===== src/rtl/vm86_frame_builder.sv =====
module vm86_frame_builder #(
  parameter int SEL_W = 16,
  parameter int W     = 32
) (
  input  logic             clk,
  input  logic             rst_n,
  input  logic             start,
  input  logic [SEL_W-1:0] cur_gs,
  input  logic [SEL_W-1:0] cur_fs,
  input  logic [SEL_W-1:0] cur_ds,
  input  logic [SEL_W-1:0] cur_es,
  input  logic [SEL_W-1:0] cur_ss,
  input  logic [W-1:0]     cur_esp,
  input  logic [W-1:0]     cur_flags,
  input  logic [SEL_W-1:0] cur_cs,
  input  logic [W-1:0]     cur_eip,
  input  logic [SEL_W-1:0] gate_sel,
  input  logic [W-1:0]     gate_off,
  input  logic             gate_trap,
  input  logic             err_valid,
  input  logic [W-1:0]     err_code,
  input  logic [SEL_W-1:0] tss_ss0,
  input  logic [W-1:0]     tss_esp0,
  input  logic             wr_ready,
  output logic             wr_valid,
  output logic [W-1:0]     wr_addr,
  output logic [W-1:0]     wr_data,
  output logic             busy,
  output logic             done,
  output logic [SEL_W-1:0] new_ss,
  output logic [W-1:0]     new_esp,
  output logic [SEL_W-1:0] new_cs,
  output logic [W-1:0]     new_eip,
  output logic [W-1:0]     new_flags,
  output logic [SEL_W-1:0] new_gs,
  output logic [SEL_W-1:0] new_fs,
  output logic [SEL_W-1:0] new_ds,
  output logic [SEL_W-1:0] new_es
);
  localparam int          PAD      = W - SEL_W;
  localparam int          SLOT     = W / 8;
  localparam logic [W-1:0] CLR_ALL = (W'(1) << 8) | (W'(1) << 14) | (W'(1) << 16) | (W'(1) << 17);
  localparam logic [W-1:0] CLR_IF  = W'(1) << 9;

  logic [SEL_W-1:0] s_gs, s_fs, s_ds, s_es, s_ss, s_cs, s_gsel, s_ss0;
  logic [W-1:0]     s_esp, s_flags, s_eip, s_goff, s_err, sp;
  logic             s_trap, s_errv;
  logic [3:0]       idx;

  wire [3:0] last_idx = s_errv ? 4'd9 : 4'd8;
  wire       accept   = wr_valid && wr_ready;
  wire       finish   = accept && (idx == last_idx);

  assign wr_valid = busy;
  assign wr_addr  = sp - W'(SLOT);

  always_comb begin
    case (idx)
      4'd0:    wr_data = {{PAD{1'b0}}, s_gs};
      4'd1:    wr_data = {{PAD{1'b0}}, s_fs};
      4'd2:    wr_data = {{PAD{1'b0}}, s_ds};
      4'd3:    wr_data = {{PAD{1'b0}}, s_es};
      4'd4:    wr_data = {{PAD{1'b0}}, s_ss};
      4'd5:    wr_data = s_esp;
      4'd6:    wr_data = s_flags;
      4'd7:    wr_data = {{PAD{1'b0}}, s_cs};
      4'd8:    wr_data = s_eip;
      default: wr_data = s_err;
    endcase
  end

  always_ff @(posedge clk or negedge rst_n) begin
    if (!rst_n) begin
      busy <= 1'b0;
      idx  <= '0;
      sp   <= '0;
      {s_gs, s_fs, s_ds, s_es, s_ss, s_cs, s_gsel, s_ss0} <= '0;
      {s_esp, s_flags, s_eip, s_goff, s_err} <= '0;
      s_trap <= 1'b0;
      s_errv <= 1'b0;
    end else if (!busy) begin
      if (start) begin
        busy    <= 1'b1;
        idx     <= '0;
        sp      <= tss_esp0;
        s_gs    <= cur_gs;
        s_fs    <= cur_fs;
        s_ds    <= cur_ds;
        s_es    <= cur_es;
        s_ss    <= cur_ss;
        s_esp   <= cur_esp;
        s_flags <= cur_flags;
        s_cs    <= cur_cs;
        s_eip   <= cur_eip;
        s_gsel  <= gate_sel;
        s_goff  <= gate_off;
        s_trap  <= gate_trap;
        s_errv  <= err_valid;
        s_err   <= err_code;
        s_ss0   <= tss_ss0;
      end
    end else if (accept) begin
      sp  <= wr_addr;
      idx <= idx + 4'd1;
      if (finish) busy <= 1'b0;
    end
  end

  always_ff @(posedge clk or negedge rst_n) begin
    if (!rst_n) begin
      done      <= 1'b0;
      new_ss    <= '0;
      new_esp   <= '0;
      new_cs    <= '0;
      new_eip   <= '0;
      new_flags <= '0;
      new_gs    <= '0;
      new_fs    <= '0;
      new_ds    <= '0;
      new_es    <= '0;
    end else begin
      done <= finish;
      if (finish) begin
        new_ss    <= s_ss0;
        new_esp   <= wr_addr;
        new_cs    <= s_gsel;
        new_eip   <= s_goff;
        new_flags <= s_flags & ~(CLR_ALL | (s_trap ? W'(0) : CLR_IF));
        new_gs    <= '0;
        new_fs    <= '0;
        new_ds    <= '0;
        new_es    <= '0;
      end
    end
  end
endmodule


===== config.mk =====
export PLATFORM = sky130hd
export DESIGN_NAME = vm86_frame_builder
export DESIGN_NICKNAME = d
export VERILOG_FILES = /design/src/rtl/vm86_frame_builder.sv
export SDC_FILE = /design/constraint.sdc
export NUM_CORES = 1
export LEC_CHECK = 0
export BUFFER_PORTS_ARGS = -buffer_cell sky130_fd_sc_hd__buf_2
export CAP_MARGIN = 10
export CORE_AREA = 5 5 226 228
export CTS_CLUSTER_DIAMETER = 60
export CTS_CLUSTER_SIZE = 10
export DETAILED_ROUTE_END_ITERATION = 12
export DIE_AREA = 0 0 231 233
export PLACE_DENSITY = 0.75
export SLEW_MARGIN = 20
export SYNTH_ARGS = -nofsm -noshare
export SYNTH_HDL_FRONTEND = slang
export SYNTH_SLANG_ARGS = --single-unit

===== constraint.sdc =====
create_clock -name clk -period 2.2 [get_ports clk]
set_input_delay 0.11 -clock clk [delete_from_list [all_inputs] [get_ports clk]]
set_output_delay 0.11 -clock clk [all_outputs]
set_load 0.005 [all_outputs]

**Word-level counts from Yosys, hierarchy flattened**

Cells that the tools add are included.

- Register bits after elaboration: 456
- Bits of input ports: 326

- $add $sub $neg: 2
- Equal/unequal tests: 10
- Multiplexer cells: 13
- Bitwise operators: 3
- Reductions and logical operators: 6

Operators with widths:

| kind | count |
|---|---|
| $pmux 32 s9 | 1 |
| $mux 32 | 3 |
| $and 32x32->32 | 1 |
| $not 18->32 | 1 |
| $sub 32x3->32 const B | 1 |
| $eq 4x3->1 const B | 4 |
| $mux 4 | 3 |
| $mux 10 | 1 |
| $eq 4x2->1 const B | 2 |
| $mux 1 | 5 |
| $add 4x1->4 const B | 1 |
| $eq 4x1->1 const B | 1 |
| $eq 4x4->1 | 1 |
| $eq 4x4->1 const B | 1 |
| $logic_not 4->1 | 1 |
| $reduce_and 2->1 | 2 |
| $logic_and 1x1->1 | 2 |
| $ne 2x1->1 const B | 1 |
| $reduce_bool 2->1 | 1 |
| $not 1->1 | 1 |

**Depth between registers and ports, before layout**

- Depth after elaboration: 6
- Depth in mapped cells: 9

**Worst setup path after synthesis**

No wires, ideal clock.

- Kind: register to register
- From: register sp[7]
- To: register new_esp[22]
- Library setup time: 0.128 ns
- Data arrival time: 2.344 ns
- Required time: 2.072 ns
- Slack: -0.271 ns
- Cell stages (with the launch flop): 7
- Period minus slack after synthesis: 2.471 ns
- Cell sequence: dfrtp_1 > or4_1 > buf_2 > or4_4 > nor4_4 > xor2_1 > mux2_1

- Word-level cells in the longest chain between the ends: 1

Ends and longest elaborated chain:

| what | RTL line | source |
|---|---|---|
| from (decl) | 46 | `logic [W-1:0] s_esp, s_flags, s_eip, s_goff, s_err, sp;` |
| from (signal assigned) | 85 | `sp <= tss_esp0;` |
| from (signal assigned) | 103 | `sp <= wr_addr;` |
| $sub 32x3->32 | 55 | `assign wr_addr = sp - W'(SLOT);` |
| via wr_addr[22] | 26 | `output logic [W-1:0] wr_addr,` |
| to (signal assigned) | 125 | `new_esp <= wr_addr;` |
| to (decl) | 31 | `output logic [W-1:0] new_esp,` |

The timed path passes the listed nets, and every way through them passes these cells.
A chain may end at the register's enable or synchronous reset.

**Worst setup path in the final report**

- From: register sp[6]
- To: output port wr_addr[22]

- Word-level cells in the longest chain between the ends: 1

Ends and longest elaborated chain:

| what | RTL line |
|---|---|
| $sub 32x3->32 | 55 |
| to (decl) | 26 |

No other way between the ends.

==> results.toml <==
[outcome]
outcome = "complete, but fails checks"
violations = "negative setup slack"

[finish]
nets = 3606
final_cell_mix = "nand2_1, buf_2, dfrtp_1, dlygate4sd3_1, buf_4"
drive_gt1_share_pct = 28.80
area_delta_synth_final_pct = 53.18
final_common_cell = "nand2_1"

[worst_setup_path]
r2r-end = "new_esp[22]"
reg2reg_from = "sp[6]"
crit_slowest_cell = "or4_4"
startpoint_type = "register"
rrSetupSlack_ns = -0.27
cp_common_cell = "or4_4"
worstSetupPathType = "register to output pin"
critPathMaxFanout = 3
r2r_cells = 6
cp_cell_sequence = "or4_4 -> or4_4 -> nor4_4 -> xor2_2 -> buf_2"
critical_path_required_ns = 2.09
cpPeakStageDelay_ns = 0.59
cp-end-kind = "output pin"
cp.arrival_ns = 2.78

[synth]
synthArstFlopShare_pct = 100.0
synthCells = 2316
netlist_area_um2 = 20030
ys_types = 60
yosysWarnings = 0
synth_edf_count = 0
ys.flop_type = "dfrtp_1"
yosys.area.top_type = "dfrtp_1"
synth.top_cells.by_area = "dfrtp_1, nand2_1, buf_4, clkbuf_1, mux2_2"
ys_seq_area_share_pct = 56.47
synth_seq_cells = 452
syn_avg_cell_area_um2 = 8.649
netlist.area_leader.share_pct = 56.47

[pwr]
pwr_density_cell_nw_per_um2 = 1321
peakVddDrop_uv = 891.7
total_power_mw = 40.53
p_leak_nw = 16.22

[route]
drt_iter0_markers = 2215
vias = 21190
routed_via_density = 5.402
dr.pass1.iters = 6
routed_wl_mm = 82.74
wl_per_cell_um = 21.10
postRouteAntennaNets = 0
drc = 0

[clock_tree]
clk_pin_slew_ns = 0.06
cts_max_level = 2
clk_latency_ns = 0.63
cts_tree = "yes"
cts-root-buf = "clkbuf_16"
cts_made_buffers = 55
cts_max_path_buffers = 3
clkSinkCount = 452

[global_route]
grt_pass1_vias = 21530
grt_pass1_wl_mm = 123.0
grt_use_total_pct = 29.01
antenna_found_initial = 13
grt_overflow_total = 0
grt_max_degree = 71

[die]
die_y_um = 233
coreArea_um2 = 48650
initial_utilization_pct = 41.18
fp-row-count = 81
die_x_um = 231
io_pins = 585
dieArea_um2 = 53820

[placement]
gp_congestion = 0.8927
detailedPlace.worstSlack_ns = -0.1629
dpl.hpwl_mm = 48.85
port_buffers = 516

[sta]
setup-violations-final = 74
tns_ns = -30.48
drv_slew = 0
layout_min_cycle_time_ns = 2.887
worst_slack_ns = -0.6866
fin_crit_sh_pct = 131.2
hold_viol = 0
rsz0062_at_grt = "true"
clock_skew_ns = 0.03020
tightest_slew_ns = 0.7980
fmax_mhz = 346.4
relSlewSlack_pct = 46.31

[min_path]
holdCritPathClass = "input port to async pin"

[flow_run]
max-cap-violations = 0
## sequential cells by signal, indices dropped and copies added, names as in the netlist, 28 cells and up
register and cells:
new_eip 32, sp 32, new_flags 28, s_eip 32, new_esp 32, s_goff 32, s_esp 32, s_err 32
s_flags 32
## critical path, delay by kind of cell (launching register included)
| family | cells | cell delay [ns] |
|---|---|---|
| buffers and inverters | 1 | 0.17 |
| xor gates and xnor gates | 1 | 0.21 |
| and+or+nand+nor | 3 | 1.42 |
| DFF | 1 | 0.38 |
## cell usage after synthesis (3+ instances only)
library cell,instances
nor3b_1,4
and3_1,4
a31oi_1,16
mux2i_1,7
nor3_1,13
buf_2,11
ha_1,5
nor4_1,12
o21ai_0,28
o21a_1,7
nand2_1,1224
nand4_1,8
xnor2_1,13
a22o_1,22
buf_1,16
dfrtp_1,452
and2_1,3
or4_1,3
a22oi_1,20
or2_2,3
a221oi_1,3
o211ai_1,9
o22a_1,3
xor2_1,15
nand3_1,22
a221o_1,22
inv_1,14
a311oi_1,5
clkbuf_1,117
mux2_2,26
a222oi_1,17
buf_4,71
nor2b_1,3
a211oi_1,3
or3_1,11
nor2_1,44
a21oi_1,27
## cell type report
cell class / instances / area (um2)
multi-input cells: 1701 / 8812
repair buffers: 1050 / 8055
fillers: 3468 / 17960
diodes: 12 / 30.03
well taps: 622 / 778.2
inverters: 15 / 63.81
clock inverters: 9 / 175.2
clock buffers: 61 / 1451
flip-flops and latches: 452 / 11320
## metal layers
layer  wire length [um]  share of wire (%)  global-route usage (%)
met3               7781                9.4                   6.187
met5                 54              0.065                       0
met4               5591                6.8                   16.70
met1              30010                 36                   35.69
met2              39310                 48                   47.55
## how the worst max path moves through the flow
stage	from	to	slack (ns)	cells after the start
2_1_floorplan	sp[6]	new_esp[22]	-0.17	6
3_3_place_gp	sp[6]	new_esp[22]	-0.12	5
3_5_place_dp	sp[6]	new_esp[22]	-0.16	5
4_1_cts	idx[1]	wr_data[8]	-0.64	11
5_1_grt	sp[6]	wr_addr[22]	-0.72	5
6_report	sp[6]	wr_addr[22]	-0.69	5
## through the flow
stage / hold slack, ns / cell area [um2] / cells / utilization [%]
4_1_cts: 0.05678 / 30150 / 3887 / 61.97
6_report: 0.05483 / 30680 / 3922 / 63.07
5_1_grt: 0.1025 / 30670 / 3919 / 63.06
2_1_floorplan: -0.1856 / 20340 / 2383 / -
3_3_place_gp: 0.1075 / 23940 / 3430 / 49.21
3_5_place_dp: 0.1112 / 23940 / 3430 / 49.21
## power by group
part           leakage [nW]  internal [mW]  total, mW  switching [mW]
combinational          9.70           7.94       17.3            9.37
sequential             5.73           11.9       14.6            2.73
clock                 0.797           5.09       8.61            3.52
total                  16.2           24.9       40.5            15.6
## kinds of logic after synthesis
kind of cell	count (synthesis)	share of synthesized area (%)
AOI/OAI and AO/OA	201	7.552
xor gates and xnor gates	28	1.224
adders and majority gates	5	0.3123
buffers and inverters	230	5.709
DFF	452	56.47
muxes	34	1.868
other	1	0.01872
and+or+nand+nor	1365	26.85
## timing repair
item,4_1_cts,5_1_grt
cloned,7,2
hold buffers,329,0
resized for setup,145,87
endpoints found under the setup margin,71,77
endpoints found under the hold margin,768,0
buffers inserted,52,34
pin swaps,83,65
No activity file was read; power rests on OpenSTA's default activity.
